`config.mk`:
```
export PLATFORM = sky130hd
export DESIGN_NAME = alias_ctl_reg
export DESIGN_NICKNAME = d
export VERILOG_FILES = /design/src/rtl/alias_reg_pkg.sv /design/src/rtl/ar_decode.sv /design/src/rtl/ar_store.sv /design/src/rtl/ar_resp.sv /design/src/rtl/alias_ctl_reg.sv
export SDC_FILE = /design/constraint.sdc
export NUM_CORES = 1
export LEC_CHECK = 0
export CAP_MARGIN = 10
export CORE_MARGIN = 2
export CORE_UTILIZATION = 50
export DETAILED_ROUTE_END_ITERATION = 10
export DONT_BUFFER_PORTS = 1
export HOLD_SLACK_MARGIN = 0.1
export MAX_ROUTING_LAYER = met4
export SYNTH_ARGS = -nofsm -noshare
export SYNTH_HDL_FRONTEND = slang
export SYNTH_SLANG_ARGS = --single-unit
```
`constraint.sdc`:
```
create_clock -name clk -period 1.5 [get_ports clk]
set_input_delay 0.3 -clock clk [delete_from_list [all_inputs] [get_ports clk]]
set_output_delay 0.3 -clock clk [all_outputs]
set_load 0.05 [all_outputs]
```
`src/rtl/alias_reg_pkg.sv`:
```
package alias_reg_pkg;

  // Which slot a legal access has hit.
  typedef enum logic [1:0] {
    SLOT_DIRECT = 2'd0,
    SLOT_AND    = 2'd1,
    SLOT_OR     = 2'd2,
    SLOT_NONE   = 2'd3
  } slot_e;

endpackage

```
`src/rtl/ar_decode.sv`:
```
module ar_decode
  import alias_reg_pkg::*;
#(
  parameter int ADDR_W       = 24,
  parameter int SIZE_W       = 4,
  parameter int ACCESS_BYTES = 8,
  parameter int BASE_INDEX   = 'h4020
) (
  input  logic [ADDR_W-1:0] addr,
  input  logic [SIZE_W-1:0] size,
  output logic              legal,
  output slot_e             slot
);
  localparam int ALIGN_W = $clog2(ACCESS_BYTES);
  localparam int IDX_W   = ADDR_W - ALIGN_W;
  localparam logic [IDX_W-1:0] IDX_DIRECT = IDX_W'(BASE_INDEX);
  localparam logic [IDX_W-1:0] IDX_AND    = IDX_W'(BASE_INDEX + 1);
  localparam logic [IDX_W-1:0] IDX_OR     = IDX_W'(BASE_INDEX + 2);

  logic [IDX_W-1:0] idx;
  logic             size_ok;
  logic             align_ok;

  assign idx      = addr[ADDR_W-1:ALIGN_W];
  assign size_ok  = (size == SIZE_W'(ACCESS_BYTES));
  assign align_ok = (addr[ALIGN_W-1:0] == '0);
  assign legal    = size_ok && align_ok;

  always_comb begin
    if (idx == IDX_DIRECT)   slot = SLOT_DIRECT;
    else if (idx == IDX_AND) slot = SLOT_AND;
    else if (idx == IDX_OR)  slot = SLOT_OR;
    else                     slot = SLOT_NONE;
  end
endmodule

```
`src/rtl/ar_store.sv`:
```
module ar_store
  import alias_reg_pkg::*;
#(
  parameter int DATA_W    = 64,
  parameter int KEEP_BITS = 16
) (
  input  logic              clk,
  input  logic              rst_n,
  input  logic              wr_en,
  input  slot_e             slot,
  input  logic [DATA_W-1:0] wdata,
  output logic [DATA_W-1:0] word_q,
  output logic              irq
);
  localparam int DROP_BITS = DATA_W - KEEP_BITS;

  logic [DATA_W-1:0] keep_mask;
  logic [DATA_W-1:0] merged;
  logic [DATA_W-1:0] word_d;

  // Mask of held bits; the variant without dropped bits needs no zero field.
  generate
    if (DROP_BITS == 0) begin : g_full
      assign keep_mask = '1;
    end else begin : g_part
      assign keep_mask = {{KEEP_BITS{1'b1}}, {DROP_BITS{1'b0}}};
    end
  endgenerate

  always_comb begin
    unique case (slot)
      SLOT_DIRECT: merged = wdata;
      SLOT_AND:    merged = word_q & wdata;
      SLOT_OR:     merged = word_q | wdata;
      default:     merged = word_q;
    endcase
  end

  assign word_d = merged & keep_mask;

  always_ff @(posedge clk or negedge rst_n) begin
    if (!rst_n) begin
      word_q <= '0;
    end else if (wr_en && (slot != SLOT_NONE)) begin
      word_q <= word_d;
    end
  end

  assign irq = word_q[DATA_W-1];
endmodule

```
`src/rtl/ar_resp.sv`:
```
module ar_resp
  import alias_reg_pkg::*;
#(
  parameter int DATA_W = 64
) (
  input  logic              clk,
  input  logic              rst_n,
  input  logic              req_valid,
  input  logic              req_we,
  input  logic              legal,
  input  slot_e             slot,
  input  logic [DATA_W-1:0] word_q,
  output logic              resp_valid,
  output logic [DATA_W-1:0] resp_rdata,
  output logic              resp_err,
  output logic              resp_unimpl
);
  logic              rd_hit;
  logic              unimpl_d;
  logic [DATA_W-1:0] rdata_d;

  assign rd_hit   = req_valid && !req_we && legal && (slot == SLOT_DIRECT);
  assign unimpl_d = req_valid && legal &&
                    (req_we ? (slot == SLOT_NONE) : (slot != SLOT_DIRECT));
  assign rdata_d  = rd_hit ? word_q : '0;

  always_ff @(posedge clk or negedge rst_n) begin
    if (!rst_n) begin
      resp_valid  <= 1'b0;
      resp_rdata  <= '0;
      resp_err    <= 1'b0;
      resp_unimpl <= 1'b0;
    end else begin
      resp_valid  <= req_valid;
      resp_rdata  <= rdata_d;
      resp_err    <= req_valid && !legal;
      resp_unimpl <= unimpl_d;
    end
  end
endmodule

```
`src/rtl/alias_ctl_reg.sv`:
```
module alias_ctl_reg
  import alias_reg_pkg::*;
#(
  parameter int ADDR_W       = 24,
  parameter int SIZE_W       = 4,
  parameter int KEEP_BITS    = 16,
  parameter int BASE_INDEX   = 'h4020
) (
  input  logic              clk,
  input  logic              rst_n,
  input  logic              req_valid,
  input  logic              req_we,
  input  logic [ADDR_W-1:0] req_addr,
  input  logic [SIZE_W-1:0] req_size,
  input  logic [63:0]       req_wdata,
  output logic              resp_valid,
  output logic [63:0]       resp_rdata,
  output logic              resp_err,
  output logic              resp_unimpl,
  output logic              irq_out
);
  localparam int DATA_W       = 64;
  localparam int ACCESS_BYTES = DATA_W / 8;

  logic              legal;
  slot_e             slot;
  logic [DATA_W-1:0] word_q;
  logic              wr_en;

  assign wr_en = req_valid && req_we && legal;

  ar_decode #(
    .ADDR_W      (ADDR_W),
    .SIZE_W      (SIZE_W),
    .ACCESS_BYTES(ACCESS_BYTES),
    .BASE_INDEX  (BASE_INDEX)
  ) u_decode (
    .addr (req_addr),
    .size (req_size),
    .legal(legal),
    .slot (slot)
  );

  ar_store #(
    .DATA_W   (DATA_W),
    .KEEP_BITS(KEEP_BITS)
  ) u_store (
    .clk   (clk),
    .rst_n (rst_n),
    .wr_en (wr_en),
    .slot  (slot),
    .wdata (req_wdata),
    .word_q(word_q),
    .irq   (irq_out)
  );

  ar_resp #(
    .DATA_W(DATA_W)
  ) u_resp (
    .clk        (clk),
    .rst_n      (rst_n),
    .req_valid  (req_valid),
    .req_we     (req_we),
    .legal      (legal),
    .slot       (slot),
    .word_q     (word_q),
    .resp_valid (resp_valid),
    .resp_rdata (resp_rdata),
    .resp_err   (resp_err),
    .resp_unimpl(resp_unimpl)
  );
endmodule

```
* Yosys cells after proc, flatten, opt, wreduce, memory -nomap -nowiden
Index checks and enable logic that the tools add are counted.
** Word-level totals
- Input port bits :: 96
- Output and inout bits :: 68
- Word-level logic and storage cells :: 38
- Register bits :: 83
** Operators by class
- Mux-type cells :: 6
- Bitwise logic cells :: 2
- Reduce and logical (&&, ||, !) cells :: 17
- Equality and inequality tests :: 8
** Operators with widths (number)
- one-hot mux 64 bit (3 select lines) :: 1
- AND 64 bit :: 1
- two-way mux 64 bit :: 1
- OR 64 bit :: 1
- equality test 21 x 15 -> 1 bit (second input constant) :: 3
- logical AND 1 bit :: 10
- equality test 2 bit (second input constant) :: 2
- equality test 4 bit (second input constant) :: 1
- two-way mux 2 bit :: 2
- zero test 3 bit :: 1
- nonzero test 3 bit :: 1
- equality test 2 x 1 -> 1 bit (second input constant) :: 1
- zero test 1 bit :: 2
- zero test 2 bit :: 1
- two-way mux 1 bit :: 2
- != test 2 bit (second input constant) :: 1
- AND reduction 2 bit :: 1
- nonzero test 2 bit :: 1

* Longest topological paths before layout
Gate-level depths: netlist of run 1.
- Depth in word-level cells :: 7
- Depth in mapped cells :: 6
- Depth with buffers taken out :: 4

* By module
From an unflattened synthesis of run 1, not the netlist that was laid out.
** Second synthesis, totals
- Cell total of the unflattened synthesis :: 276
- Area total of the unflattened synthesis :: 3344.5 sq um
** By module, submodules not included
- ar_resp :: instances 1, cells each 144, area each 2222.1 sq um, sequential area each 1676.6 sq um
- ar_store :: instances 1, cells each 120, area each 1036.0 sq um, sequential area each 400.4 sq um
- ar_decode :: instances 1, cells each 11, area each 80.1 sq um, sequential area each 0.0 sq um
- alias_ctl_reg :: instances 1, cells each 1, area each 6.3 sq um, sequential area each 0.0 sq um

* Worst setup path after synthesis of run 1
OpenSTA, ideal clock, no wires.
- Path type :: input -> register
- Start :: input port req_addr[10]
- End :: register u_store.word_q[51]
- Slack :: -0.261 ns
- Stages on the path :: 6
- Arrival :: 1.640 ns
- Buffers on the path :: 3
- Setup time :: 0.121 ns
- Required time :: 1.379 ns
- Cells stage by stage :: or3_1 buf_2 or3_1 buf_2 buf_6 a22o_1
** Between the ends
- Cells in the longest elaborated chain, start to end :: 7
** RTL lines
- from (decl) :: line alias_ctl_reg.sv:13 : input logic [ADDR_W-1:0] req_addr,
- equality test 21 x 15 -> 1 bit :: line ar_decode.sv:32 : else if (idx == IDX_OR) slot = SLOT_OR;
- two-way mux 1 bit :: line ar_decode.sv:32
- two-way mux 2 bit :: line ar_decode.sv:31 : else if (idx == IDX_AND) slot = SLOT_AND;
- two-way mux 2 bit (*) :: line ar_decode.sv:30 : if (idx == IDX_DIRECT) slot = SLOT_DIRECT;
- equality test 2 x 1 -> 1 bit (tied with other cells) :: line ar_store.sv:31 : unique case (slot)
- nonzero test 3 bit (no line) or logical AND 1 bit (tied branches)
- AND reduction 2 bit (no line)
- to (signal assigned) :: line ar_store.sv:45 : word_q <= word_d;
- to (decl) :: line ar_store.sv:12 : output logic [DATA_W-1:0] word_q,
Every way passes the cells marked *; elsewhere a longest branch is shown, timed or not.
A chain may end at the register's enable or synchronous reset.

* Worst setup path in the final report of run 1
- Start :: input port req_size[1]
- End :: register u_store.word_q[49]
** Between the ends
- Cells in the longest elaborated chain, start to end :: 5
** RTL lines
- from (decl) :: line alias_ctl_reg.sv:14 : input logic [SIZE_W-1:0] req_size,
- equality test 4 bit :: line ar_decode.sv:25 : assign size_ok = (size == SIZE_W'(ACCESS_BYTES));
- logical AND 1 bit :: line ar_decode.sv:27 : assign legal = size_ok && align_ok;
- logical AND 1 bit :: line alias_ctl_reg.sv:30 : assign wr_en = req_valid && req_we && legal;
- logical AND 1 bit :: line ar_store.sv:44 : end else if (wr_en && (slot != SLOT_NONE)) begin
- AND reduction 2 bit (no line)
Every way passes these cells.

==> key figures, run 1 <==
Clock tree
  • Sink Count: 35
  • Setup Fix Bufs, Post-CTS: 0
  • Clock Pin Slew Worst Setup and Hold Paths: roughly 0.070 ns
  • Worst skew pair latency: 0.28 ns
  • Longest Clk Path Bufs: 2
  • Clock Tree Root: clkbuf_8
  • H-tree Lvls: 2
  • CTS buffer count: 5
  • CTS tree: yes

Worst hold path
  • Hold Crit Class: in2reg

Run status
  • Status: finished clean

Yosys
  • Share of the yosys chip area belonging to registers: 44.8%
  • Cell accounting for the most synthesized area: dfrtp_1
  • Synth Register Bits: 35
  • Unique masters post-synth: 23
  • Synth warnings: 0
  • Post-synth top area share: 44.8%
  • Synthesized area: 1960 sq um
  • Largest cells by area after synthesis: dfrtp_1, buf_4, nor4_2, a22o_1, o31ai_1
  • Synth Area per Inst: 10.9 sq um
  • Syn Inst Count: 180

Power and ir drop
  • Clock power share: 36.3%
  • Sw power: ~0.62 mW
  • Leak: 0.910 nW
  • Cell-internal power: 1.39 mW
  • Switching share of power: between 30% and 40%
  • Seq pwr share: 47.7%
  • Logic pwr share: around 16%
  • Worst IR Drop VDD: 354 uV
  • Power per standard cell area: 1000 nW/um^2

Finish
  • Diode count: 0
  • Final core utilization: a little over half
  • Nets@finish: 280
  • Layout area overhead: 2.17%
  • Finished Layout Cells: 233
  • Filler cell count: 325
  • Fraction of layout cells with a size suffix above 1: 18.9%

Floorplan
  • Die area: 4430 sq um
  • IO Pins: roughly 160
  • Die width: 66.6 um
  • Core ar.: 3720 sq um
  • Initial Util: ~53%
  • Die height: 66.6 um
  • Rows: 22

Place
  • Placed insts: ~220
  • Final RePlAce weighted congestion: 0.677
  • Hpwl dp: 2720 um
  • Port bufs: 0

Global route
  • GRT Util Overall: between 10% and 20%
  • Global route overflow: 0
  • Number of global-route vias before repair: 1,132
  • Largest net degree at the start of global routing: 36
  • Initial antenna violation count: 0
  • Global-route wire length before repair: 5770 um

Critical path
  • Cells along the critical path: nor4_4 > nand4b_1 > or3_1 > buf_4 > a22o_1
  • Critical Path End: u_store.word_q[49]
  • Maximum fanout along the worst path: 16
  • RR Startpoint: u_store.word_q[63]
  • CP peak stage delay: 0.37 ns
  • CP Data Required Time: 1.67 ns
  • CP Class: in2reg
  • CP Depth: 5
  • Crit path DAT: between 1.5 and 2 ns
  • FF-to-FF setup slack: 0.35 ns
  • Cell family with most CP delay: simple AND/OR/NAND/NOR gates
  • CP max stage cell: or3_1
  • Worst path bufs/invs: 1
  • Worst setup path start: req_size[1]
  • Reg2reg path depth: 2
  • Critical R2R Capture: u_resp.resp_rdata[63]
  • Type of origin of the critical path: input port
  • CP endpoint kind: flop

Drt
  • Drt via density: 5.18
  • Antenna viol nets, final: 0
  • DRT Pass-1 Iters: 4
  • DRT iter0 DRCs: 77
  • DRC errors left: 0
  • Routed wire per std cell: 16.2 um
  • Routed via count: roughly 1,200
  • Total Wirelength: 3780 um

Timing
  • Skew final: 0.00187 ns
  • Max Slew Vio Count: 0
  • RSZ-0062 raised after global routing: false
  • Max Fclk: between 700 and 800 MHz
  • Final setup fails: 0
  • Fin. Hold Viols: 0
  • Crit share post-route: 94.8%
  • Final worst path period need: 1.42 ns
  • Hold Slack: around 0.12 ns

Flow run
  • # Max-Cap Violations: 0
layer usage:
metal,GRT usage [%],up-vias,wire length [um]
li1,-,547,-
met1,20.8,570,1410
met2,30.5,85,1940
met3,4.73,4,391
met4,6.12,0,42
met5,-,-,0
state kept, by name (all words and copies together), names as in the netlist:
| name | cells |
|---|---|
| u_resp.resp_err | 1 |
| u_resp.resp_rdata | 16 |
| u_resp.resp_unimpl | 1 |
| u_resp.resp_valid | 1 |
| u_store.word_q | 16 |
area by class of cell:
type / instances / area [sq um] / share of cell area (%)
clock buffer: 8 / 100 / 5.01
inverter: 18 / 67.6 / 3.38
multi-input combinational: 114 / 803 / 40.2
sequential: 35 / 876 / 43.8
tap: 48 / 60.1 / 3.00
timing repair buffer: 10 / 92.6 / 4.63
through the flow:
step	worst slack, ns	total power [mW]	TNS, ns	cell area, sq um
after floorplan	-0.197	1.36	-3.42	2170
after global placement	-0.192	1.26	-4.86	1840
after detailed placement	-0.252	1.27	-6.00	1840
after CTS	0.0422	2.04	0	1980
after global routing	0.00538	2.10	0	2000
final	0.0786	2.01	0	2000
kinds of logic after synthesis:
family,count (synthesis),share of synthesized area (%)
compound gates,33,13.6
fa+ha+maj,1,0.512
flops,35,44.8
buf+inv,78,24.9
other cells,1,0.192
simple gates,32,16.0
Yosys cell counts (all sizes together):
| cell type | instances |
|---|---|
| conb | 1 |
| maj3 | 1 |
| buf | 55 |
| a22o | 16 |
| nor4 | 20 |
| clkbuf | 5 |
| nand4 | 1 |
| and4bb | 2 |
| dfrtp | 35 |
| or4 | 1 |
| inv | 18 |
| nor2 | 2 |
| nand4b | 2 |
| or3 | 2 |
| a31oi | 1 |
| nor3 | 1 |
| nand2 | 1 |
| o31ai | 16 |
worst register-to-register path: cells and delay by family, from the launching register on:
family,cells,cell delay (ns)
DFF,1,0.66
and+or+nand+nor,1,0.28
buffers and inverters,1,0.12
worst min-delay path by stage:
stage | from | end | slack, ns | depth (start not counted)
finish | req_size[3] | u_resp.resp_err | 0.12 | 1
global route | req_size[3] | u_resp.resp_err | 0.11 | 1
CTS | req_size[3] | u_resp.resp_err | 0.11 | 1
detailed placement | rst_n | u_resp.resp_rdata[58] | 0.005 | 0
global placement | rst_n | u_resp.resp_rdata[58] | 0.005 | 0
floorplan | rst_n | u_resp.resp_err | 0.004 | 0
cells in the final DEF, fill, tap and decap left out:
cell type,n
conb_1,48
dfrtp_1,35
inv_1,18
o31ai_1,16
a22o_1,16
nor4_2,13
clkbuf_8,7
buf_4,7
nor4_1,4
nor4_4,3
or3_1,2
and4bb_2,2
nor2_1,2
nand4b_1,2
dlygate4sd3_1,2
nand4_2,1
nand2_1,1
or4_4,1
a31oi_1,1
maj3_1,1
nor3_1,1
clkbuf_1,1
buf_12,1
power groups by stage:
stage | logic [mW] | clock network (mW) | registers (mW)
final | 0.321 | 0.729 | 0.958
after global routing | 0.336 | 0.808 | 0.958
after CTS | 0.319 | 0.760 | 0.958
after detailed placement | 0.290 | 0 | 0.976
after global placement | 0.288 | 0 | 0.977
after floorplan | 0.386 | 0 | 0.976
what timing repair did:
action / in CTS / in global routing
gates resized for setup: 0 / 3
setup endpoints to repair: 0 / 6
endpoints found under the hold margin: 36 / 0
hold buffers: 3 / 0
Note: power is estimated with default switching activity, not from simulation.
==> inputs of run 2 (changes only) <==
--- a/config.mk
+++ b/config.mk
@@ -5,7 +5,6 @@
 export SDC_FILE = /design/constraint.sdc
 export NUM_CORES = 1
 export LEC_CHECK = 0
-export CAP_MARGIN = 10
 export CORE_MARGIN = 2
 export CORE_UTILIZATION = 50
 export DETAILED_ROUTE_END_ITERATION = 10
==> results of run 2 <==
The final DEF is identical to that of run 1; final timing and power are the same.
==> inputs of run 3 (changes only) <==
--- a/config.mk
+++ b/config.mk
@@ -7,6 +7,7 @@
 export LEC_CHECK = 0
 export CORE_MARGIN = 2
 export CORE_UTILIZATION = 50
+export CTS_CLUSTER_SIZE = 30
 export DETAILED_ROUTE_END_ITERATION = 10
 export DONT_BUFFER_PORTS = 1
 export HOLD_SLACK_MARGIN = 0.1
==> results of run 3 <==
The final DEF is identical to that of run 1; final timing and power are the same.
